--- src/rtl/dual_stage_wdog_pkg.sv ---
package dual_stage_wdog_pkg;
  localparam int BUS_W = 32;

  typedef enum logic [2:0] {
    RSEL_NONE,
    RSEL_RESTART,
    RSEL_CTRL,
    RSEL_CAUSE,
    RSEL_WARN,
    RSEL_FATAL
  } rsel_e;

  function automatic rsel_e map_primary(input logic [31:0] off);
    case (off)
      32'h04:  return RSEL_RESTART;
      32'h08:  return RSEL_CTRL;
      32'h0C:  return RSEL_CAUSE;
      32'h10:  return RSEL_WARN;
      32'h14:  return RSEL_FATAL;
      default: return RSEL_NONE;
    endcase
  endfunction

  function automatic rsel_e map_alternate(input logic [31:0] off);
    case (off)
      32'h38:  return RSEL_RESTART;
      32'h40:  return RSEL_CTRL;
      32'h44:  return RSEL_CAUSE;
      32'h4C:  return RSEL_WARN;
      32'h5C:  return RSEL_FATAL;
      default: return RSEL_NONE;
    endcase
  endfunction
endpackage

--- src/rtl/dsw_decode.sv ---
module dsw_decode
  import dual_stage_wdog_pkg::*;
#(
  parameter int ADDR_W  = 8,
  parameter bit ALT_MAP = 1'b0
) (
  input  logic [ADDR_W-1:0] addr_i,
  output rsel_e             sel_o
);
  logic [31:0] off;
  assign off = 32'(addr_i);

  generate
    if (ALT_MAP) begin : g_alt
      assign sel_o = map_alternate(off);
    end else begin : g_std
      assign sel_o = map_primary(off);
    end
  endgenerate
endmodule

--- src/rtl/dsw_regs.sv ---
module dsw_regs
  import dual_stage_wdog_pkg::*;
#(
  parameter int ADDR_W  = 8,
  parameter int CNT_W   = 32,
  parameter bit ALT_MAP = 1'b0
) (
  input  logic              clk_i,
  input  logic              por_i,
  input  logic              rst_i,
  input  logic              bus_sel_i,
  input  logic              bus_wr_i,
  input  logic [ADDR_W-1:0] bus_addr_i,
  input  logic [BUS_W-1:0]  bus_wdata_i,
  input  logic              fire_i,
  output logic              run_o,
  output logic              irq_en_o,
  output logic [CNT_W-1:0]  warn_o,
  output logic [CNT_W-1:0]  fatal_o,
  output logic              cnt_clr_o,
  output logic              cause_o,
  output logic              cause_clr_o,
  output logic [BUS_W-1:0]  rdata_o
);
  rsel_e            sel;
  logic             wr_en, rd_en, soft_rst;
  logic [1:0]       ctl_q;
  logic [CNT_W-1:0] warn_q, fatal_q;
  logic             cause_q;
  logic [BUS_W-1:0] rd_mux;

  dsw_decode #(.ADDR_W(ADDR_W), .ALT_MAP(ALT_MAP)) u_dec (
    .addr_i (bus_addr_i),
    .sel_o  (sel)
  );

  assign wr_en    = bus_sel_i & bus_wr_i;
  assign rd_en    = bus_sel_i & ~bus_wr_i;
  assign soft_rst = rst_i | por_i;

  always_ff @(posedge clk_i) begin
    if (soft_rst) begin
      ctl_q   <= '0;
      warn_q  <= '0;
      fatal_q <= '0;
    end else if (wr_en) begin
      case (sel)
        RSEL_CTRL: begin
          ctl_q[0] <= bus_wdata_i[0];
          ctl_q[1] <= ALT_MAP ? 1'b0 : bus_wdata_i[1];
        end
        RSEL_WARN:  warn_q  <= bus_wdata_i[CNT_W-1:0];
        RSEL_FATAL: fatal_q <= bus_wdata_i[CNT_W-1:0];
        default: ;
      endcase
    end
  end

  assign cnt_clr_o   = wr_en & (((sel == RSEL_RESTART) & bus_wdata_i[0]) |
                                ((sel == RSEL_CTRL) & ~bus_wdata_i[0]));
  assign cause_clr_o = wr_en & (sel == RSEL_CAUSE) & bus_wdata_i[0];

  // cause flag: power-on reset only, a fatal expiry wins over a clear
  always_ff @(posedge clk_i) begin
    if (por_i)            cause_q <= 1'b0;
    else if (fire_i)      cause_q <= 1'b1;
    else if (cause_clr_o) cause_q <= 1'b0;
  end

  always_comb begin
    case (sel)
      RSEL_CTRL:  rd_mux = {{(BUS_W-2){1'b0}}, ctl_q};
      RSEL_CAUSE: rd_mux = {{(BUS_W-1){1'b0}}, cause_q};
      RSEL_WARN:  rd_mux = BUS_W'(warn_q);
      RSEL_FATAL: rd_mux = BUS_W'(fatal_q);
      default:    rd_mux = '0;
    endcase
  end

  always_ff @(posedge clk_i) begin
    if (soft_rst) rdata_o <= '0;
    else          rdata_o <= rd_en ? rd_mux : '0;
  end

  assign run_o    = ctl_q[0];
  assign irq_en_o = ctl_q[1];
  assign warn_o   = warn_q;
  assign fatal_o  = fatal_q;
  assign cause_o  = cause_q;
endmodule

--- src/rtl/dsw_core.sv ---
module dsw_core #(
  parameter int CNT_W = 32
) (
  input  logic             clk_i,
  input  logic             rst_i,
  input  logic             run_i,
  input  logic             irq_en_i,
  input  logic [CNT_W-1:0] warn_i,
  input  logic [CNT_W-1:0] fatal_i,
  input  logic             clr_i,
  output logic [CNT_W-1:0] cnt_o,
  output logic             irq_o,
  output logic             fire_o
);
  logic [CNT_W-1:0] cnt_q;
  logic             armed_n_q;
  logic             at_fatal;

  assign at_fatal = cnt_q >= fatal_i;
  assign fire_o   = run_i & at_fatal & ~armed_n_q & ~clr_i;

  always_ff @(posedge clk_i) begin
    if (rst_i)                     cnt_q <= '0;
    else if (clr_i)                cnt_q <= '0;
    else if (run_i && !at_fatal)   cnt_q <= cnt_q + 1'b1;
  end

  always_ff @(posedge clk_i) begin
    if (rst_i)       armed_n_q <= 1'b0;
    else if (clr_i)  armed_n_q <= 1'b0;
    else if (fire_o) armed_n_q <= 1'b1;
  end

  always_ff @(posedge clk_i) begin
    if (rst_i) irq_o <= 1'b0;
    else       irq_o <= run_i & irq_en_i & (cnt_q >= warn_i) & ~clr_i;
  end

  assign cnt_o = cnt_q;
endmodule

--- src/rtl/dsw_pulse.sv ---
module dsw_pulse #(
  parameter int LEN = 16
) (
  input  logic clk_i,
  input  logic por_i,
  input  logic fire_i,
  output logic req_o
);
  localparam int CW = $clog2(LEN + 1);

  logic [CW-1:0] left_q, left_d;

  always_comb begin
    if (fire_i && left_q == '0) left_d = CW'(LEN);
    else if (left_q != '0)      left_d = left_q - 1'b1;
    else                        left_d = left_q;
  end

  always_ff @(posedge clk_i) begin
    if (por_i) begin
      left_q <= '0;
      req_o  <= 1'b0;
    end else begin
      left_q <= left_d;
      req_o  <= left_d != '0;
    end
  end
endmodule

--- src/rtl/dual_stage_wdog.sv ---
module dual_stage_wdog
  import dual_stage_wdog_pkg::*;
#(
  parameter int ADDR_W    = 8,
  parameter int CNT_W     = 32,
  parameter int RST_PULSE = 16,
  parameter bit ALT_MAP   = 1'b0
) (
  input  logic              clk_i,
  input  logic              por_i,
  input  logic              rst_i,
  input  logic              bus_sel_i,
  input  logic              bus_wr_i,
  input  logic [ADDR_W-1:0] bus_addr_i,
  input  logic [31:0]       bus_wdata_i,
  output logic [31:0]       bus_rdata_o,
  output logic              irq_o,
  output logic              rstreq_o
);
  logic             soft_rst;
  logic             run, irq_en, cnt_clr, cause, cause_clr, fire;
  logic [CNT_W-1:0] warn_thr, fatal_thr, cnt;

  assign soft_rst = rst_i | por_i;

  dsw_regs #(.ADDR_W(ADDR_W), .CNT_W(CNT_W), .ALT_MAP(ALT_MAP)) u_regs (
    .clk_i       (clk_i),
    .por_i       (por_i),
    .rst_i       (rst_i),
    .bus_sel_i   (bus_sel_i),
    .bus_wr_i    (bus_wr_i),
    .bus_addr_i  (bus_addr_i),
    .bus_wdata_i (bus_wdata_i),
    .fire_i      (fire),
    .run_o       (run),
    .irq_en_o    (irq_en),
    .warn_o      (warn_thr),
    .fatal_o     (fatal_thr),
    .cnt_clr_o   (cnt_clr),
    .cause_o     (cause),
    .cause_clr_o (cause_clr),
    .rdata_o     (bus_rdata_o)
  );

  dsw_core #(.CNT_W(CNT_W)) u_core (
    .clk_i    (clk_i),
    .rst_i    (soft_rst),
    .run_i    (run),
    .irq_en_i (irq_en),
    .warn_i   (warn_thr),
    .fatal_i  (fatal_thr),
    .clr_i    (cnt_clr),
    .cnt_o    (cnt),
    .irq_o    (irq_o),
    .fire_o   (fire)
  );

  dsw_pulse #(.LEN(RST_PULSE)) u_pulse (
    .clk_i  (clk_i),
    .por_i  (por_i),
    .fire_i (fire),
    .req_o  (rstreq_o)
  );
endmodule

--- config.mk ---
export PLATFORM = sky130hd
export DESIGN_NAME = dual_stage_wdog
export DESIGN_NICKNAME = d
export VERILOG_FILES = /design/src/rtl/dual_stage_wdog_pkg.sv /design/src/rtl/dsw_decode.sv /design/src/rtl/dsw_regs.sv /design/src/rtl/dsw_core.sv /design/src/rtl/dsw_pulse.sv /design/src/rtl/dual_stage_wdog.sv
export SDC_FILE = /design/constraint.sdc
export NUM_CORES = 1
export LEC_CHECK = 0
export BUFFER_PORTS_ARGS = -buffer_cell sky130_fd_sc_hd__buf_2
export CAP_MARGIN = 20
export CORE_ASPECT_RATIO = 1.75
export CORE_MARGIN = 3
export CORE_UTILIZATION = 40
export DETAILED_ROUTE_END_ITERATION = 16
export GPL_TIMING_DRIVEN = 0
export PLACE_DENSITY = 0.59
export SYNTH_ARGS = -nofsm -noshare
export SYNTH_HDL_FRONTEND = slang
export SYNTH_SLANG_ARGS = --single-unit
--- constraint.sdc ---
create_clock -name clk_i -period 8.7 [get_ports clk_i]
set_input_delay 1.305 -clock clk_i [delete_from_list [all_inputs] [get_ports clk_i]]
set_output_delay 1.305 -clock clk_i [all_outputs]
set_load 0.02 [all_outputs]
After elaboration in Yosys (flattened, before gate mapping) --
Index checks and enable logic that the tools add are counted.
Cells by class: add/sub/neg operators 2, order comparisons 2, equality and inequality tests 10, multiplexer cells 6, bitwise logic cells 20, reduce and logical (&&, ||, !) cells 12
Operator list (count):
- $pmux W32 S4 | 1
- $ge A32 B32 Y1 | 2
- $add A32 B1 Y32 const B | 1
- $eq A8 B4 Y1 const B | 2
- $eq A8 B5 Y1 const B | 2
- $pmux W3 S5 | 1
- $and A1 B1 Y1 | 13
- $mux W5 | 2
- $reduce_bool A5 Y1 | 2
- $eq A8 B3 Y1 const B | 1
- $eq A3 B2 Y1 const B | 2
- $eq A3 B3 Y1 const B | 2
- $reduce_and A2 Y1 | 3
- $logic_not A5 Y1 | 1
- $not A1 Y1 | 5
- $sub A5 B1 Y5 const B | 1
- $reduce_or A2 Y1 | 2
- $eq A3 B1 Y1 const B | 1
- $logic_and A1 B1 Y1 | 2
- $mux W1 | 2
- $or A1 B1 Y1 | 2
- $reduce_bool A2 Y1 | 1
- $logic_not A1 Y1 | 1
Word-level totals: register bits 139, input bits 45, output and inout port bits 34, logic and storage cells 62

Longest topological paths before layout --
word-level depth 11, gate-level depth with buffers 10, depth with buffers taken out 9

By module --
From an unflattened synthesis, not the netlist that was laid out.
Unflattened totals: cell total of the unflattened synthesis 863, area total of the unflattened synthesis 7497.2 sq um
By module, submodules not included:
- dsw_regs | instances 1, cells each 379, area an instance 3688.5 sq um, sequential area each 1981.9 sq um
- dsw_core | instances 1, cells each 436, area an instance 3402.0 sq um, sequential area each 680.7 sq um
- dsw_pulse | instances 1, cells each 40, area an instance 347.8 sq um, sequential area each 120.1 sq um
- dsw_decode | instances 1, cells each 7, area an instance 52.6 sq um, sequential area each 0.0 sq um
- dual_stage_wdog | instances 1, cells each 1, area an instance 6.3 sq um, sequential area each 0.0 sq um

Least setup slack after synthesis --
OpenSTA, ideal clock, no wires.
path kind input -> register, from input port bus_addr_i[0], to register u_regs.fatal_q[23] (netlist: u_regs.fatal_o[23]), setup time 70 ps, arrival time 3160 ps, data required time 8630 ps, slack 5470 ps, cell stages on the path 7, path buffers 2, path through or4_1 -> nor4b_2 -> and4_1 -> clkbuf_1 -> buf_2 -> nand2_1 -> a21oi_1
On the way: longest elaborated chain between the ends 4, elaborated cells between the ends (all ways) 8, classes of those cells 6 x eq/ne; 1 x mux; 1 x reduce/logical
Ends and longest elaborated chain:
- start, declared | line dual_stage_wdog.sv:14 | input logic [ADDR_W-1:0] bus_addr_i,
- $eq A8 B5 Y1, or another cell as far along | line dual_stage_wdog_pkg.sv:14 | case (off)
- $pmux W3 S5 * | line dual_stage_wdog_pkg.sv:14
- $eq A3 B3 Y1 * | line dsw_regs.sv:47 | case (sel)
- $reduce_and A2 Y1 (no source line) *
- end signal, assigned | line dsw_regs.sv:53 | RSEL_FATAL: fatal_q <= bus_wdata_i[CNT_W-1:0];
- end, declared | line dsw_regs.sv:28 | logic [CNT_W-1:0] warn_q, fatal_q;
Every way passes the cells marked *; elsewhere a longest branch is shown, timed or not. A chain may end at the register's enable or synchronous reset.

Final worst setup path --
from input port bus_addr_i[0], to register u_regs.fatal_q[21] (netlist: u_regs.fatal_o[21])
Same word-level chain as after synthesis.

==> flow_metrics.tcl <==
set metrics [dict create \
    portBuffers 77 \
    path_clk_slew_ps 60 \
    grt_max_degree 17 \
    area_delta_synth_final_pct 19.0 \
    worstReg2RegStart "u_core.cnt_o[26]$_SDFFE_PP0P_" \
    antenna_cells 0 \
    vias 6103 \
    crit_path_max_fanout 10 \
    wirelength_um 18200 \
    fmax_mhz 295 \
    period_minus_slack_ps 3390 \
    outcome "finished clean" \
    gp_congestion 0.816 \
    critical_path_class "input pin to register" \
    clock_path_buffers 2 \
    netlist_instances 866 \
    crit_slowest_cell "nor4b_2" \
    synth_common_cells "nand2_1, dfxtp_1, a21oi_1" \
    worstMarginPinSlew_ps 1000 \
    post_cts_resized 0 \
    setup_viol 0 \
    cp.required_ps 8980 \
    rsz0062_at_grt "false" \
    fin_worst_skew_ps 10.9 \
    nets 1073 \
    grt_overflow 0 \
    cp-end-kind "register" \
    grt_util_all_layers_pct 19.4 \
    cts_tree "built" \
    clock_latency_ps 430 \
    synth_edf_count 0 \
    layout.cells.non_filler 1201 \
    antenna_found_initial 0 \
    vdd_ir_drop_max_mv 0.109 \
    placed_cells 1170 \
    postRouteAntennaNets 0 \
    crit_chain "buf_2, or4_1, nor4b_2, nand4_1, clkbuf_1, nand2_1, a21oi_1" \
    power_w 0.00158 \
    drive_gt1_share_pct 13.3 \
    grt_pass1_vias 6141 \
    fin_util_pct 48.9 \
    start_util_pct 41.1 \
    ys.warnings.count 0 \
    async_flop_share_pct 0 \
    cts_setup_buffers 0 \
    firstDrtPassIters 4 \
    power.leakage_nw 3.17 \
    die_x_um 106 \
    period_share_pct 39.0 \
    holdBufCountCts 0 \
    critPathLaunchType "input pin" \
    rows 63 \
    yosys-top-cells-area "dfxtp_1, ha_1, nand2_1" \
    finalHoldWorstSlack_ps 452 \
    powerDensity_nw_per_um2 189 \
    synth_top_area_share_pct 39.6 \
    dieArea_um2 19300 \
    io-pin-count 79 \
    viasPerCell 5.08 \
    core_um2 17100 \
    grt_first_pass_wirelength_um 29800 \
    synth_ff_type "dfxtp_1" \
    h-tree-depth 4 \
    ys_seq_area_share_pct 39.6 \
    finalSetupTns_ps 0 \
    slew_headroom_pct 32.6 \
    cts_root_buf "clkbuf_16" \
    dpl.hpwl_um 13800 \
    synth_top_cell_by_area "dfxtp_1" \
    yosysMostFrequentCell "nand2_1" \
    drv_slew 0 \
    final_hold_viol_count 0 \
    critPathMaxStageDelay_ps 710 \
    max_cap_violations 0 \
    die_h_um 181 \
    wl_per_cell_um 15.1 \
    cts_sinks 139 \
    syn_area_um2 7030 \
    yosys_register_bits 139 \
    critPathLaunch "bus_addr_i[0]" \
    numCtsBuffers 17 \
    synth_cell_type_count 51 \
    min_from "u_core.armed_n_q$_SDFFE_PP0P_" \
    postSynthAreaPerCell_um2 8.12 \
    drc 0 \
    syn_nets 977 \
    drt_iter0_drc 230 \
    cp.arrival_ps 3670 \
    min_path_type "register to register" \
]
## cells by family after synthesis
family                   count (synthesis)  synth area share, %
AO/OA/AOI/OAI                          177                 14.3
XOR/XNOR                                15                 1.87
adder cells (fa/ha/maj)                 66                 11.7
buffers and inverters                  115                 6.46
flip-flops                             139                 39.6
multiplexers                            32                 4.56
AND/OR/NAND/NOR                        322                 21.5
## through the flow
step	cell area (µm²)	worst slack (ps)
6_report	8370	5310
3_5_place_dp	7700	4860
2_1_floorplan	7030	5470
3_3_place_gp	7700	4910
5_1_grt	8370	5060
4_1_cts	8370	5300
## worst max-delay path, delay by kind of cell
family	cells	cell delay (ps)
buf+inv	2	470
simple gates	4	1820
compound gates	1	70
## cell type report
class | count | area (µm²)
Fill cell | 1774 | 8740
Multi-Input combinational cell | 612 | 3790
Sequential cell | 139 | 2780
Clock buffer | 20 | 447
Timing Repair Buffer | 77 | 385
Tap cell | 227 | 284
Inverter | 75 | 282
Clock inverter | 11 | 218
Buffer | 40 | 173
## power by group
| part | internal [W] | total [W] | switching, W |
|---|---|---|---|
| clock network | 0.000544 | 0.000828 | 0.000284 |
| registers | 0.000645 | 0.000654 | 0.00000842 |
| logic | 0.0000419 | 0.000101 | 0.0000589 |
| total | 0.00123 | 0.00158 | 0.000351 |
## state kept, by name (all words and copies together), names as in the netlist
name,flops
u_core.cnt_o,32
u_regs.fatal_o,32
u_regs.rdata_o,32
u_regs.warn_o,32
u_pulse.left_q,5
u_regs.ctl_q,2
u_core.armed_n_q,1
u_core.irq_o,1
u_pulse.req_o,1
u_regs.cause_o,1
## final timing paths
kind                                                        end  slack (ps)  cells after the start
worst min register to register    u_core.armed_n_q$_SDFFE_PP0P_         450                      2
worst max-delay path            u_regs.fatal_o[21]$_SDFFE_PP0P_        5310                      7
worst max register to register    u_core.cnt_o[28]$_SDFFE_PP0P_        5530                      9
worst min-delay path              u_core.armed_n_q$_SDFFE_PP0P_         450                      2
## layout by cell type (no fill, tap or decap), types with 17 or more instances in the layout
cell | synthesis | layout
nand2_1 | 157 | 157
dfxtp_1 | 139 | 139
a21oi_1 | 110 | 110
buf_2 | 6 | 83
inv_1 | 75 | 75
ha_1 | 66 | 66
nor2_1 | 60 | 60
clkbuf_1 | 31 | 33
mux2i_1 | 32 | 32
o21ai_0 | 30 | 30
nand4_1 | 19 | 19
clkbuf_16 | 0 | 17
## metal layers
| layer | global-route usage, % | share of wire, % | vias up |
|---|---|---|---|
| met1 | 21.0 | 40 | 2810 |
| met2 | 36.6 | 54 | 103 |
| met4 | 7.62 | 2.5 | 0 |
| met5 | 0 | 0 | - |
| met3 | 3.38 | 3.6 | 32 |
| li1 | - | - | 3158 |
Note: power is estimated with default switching activity, not from simulation.
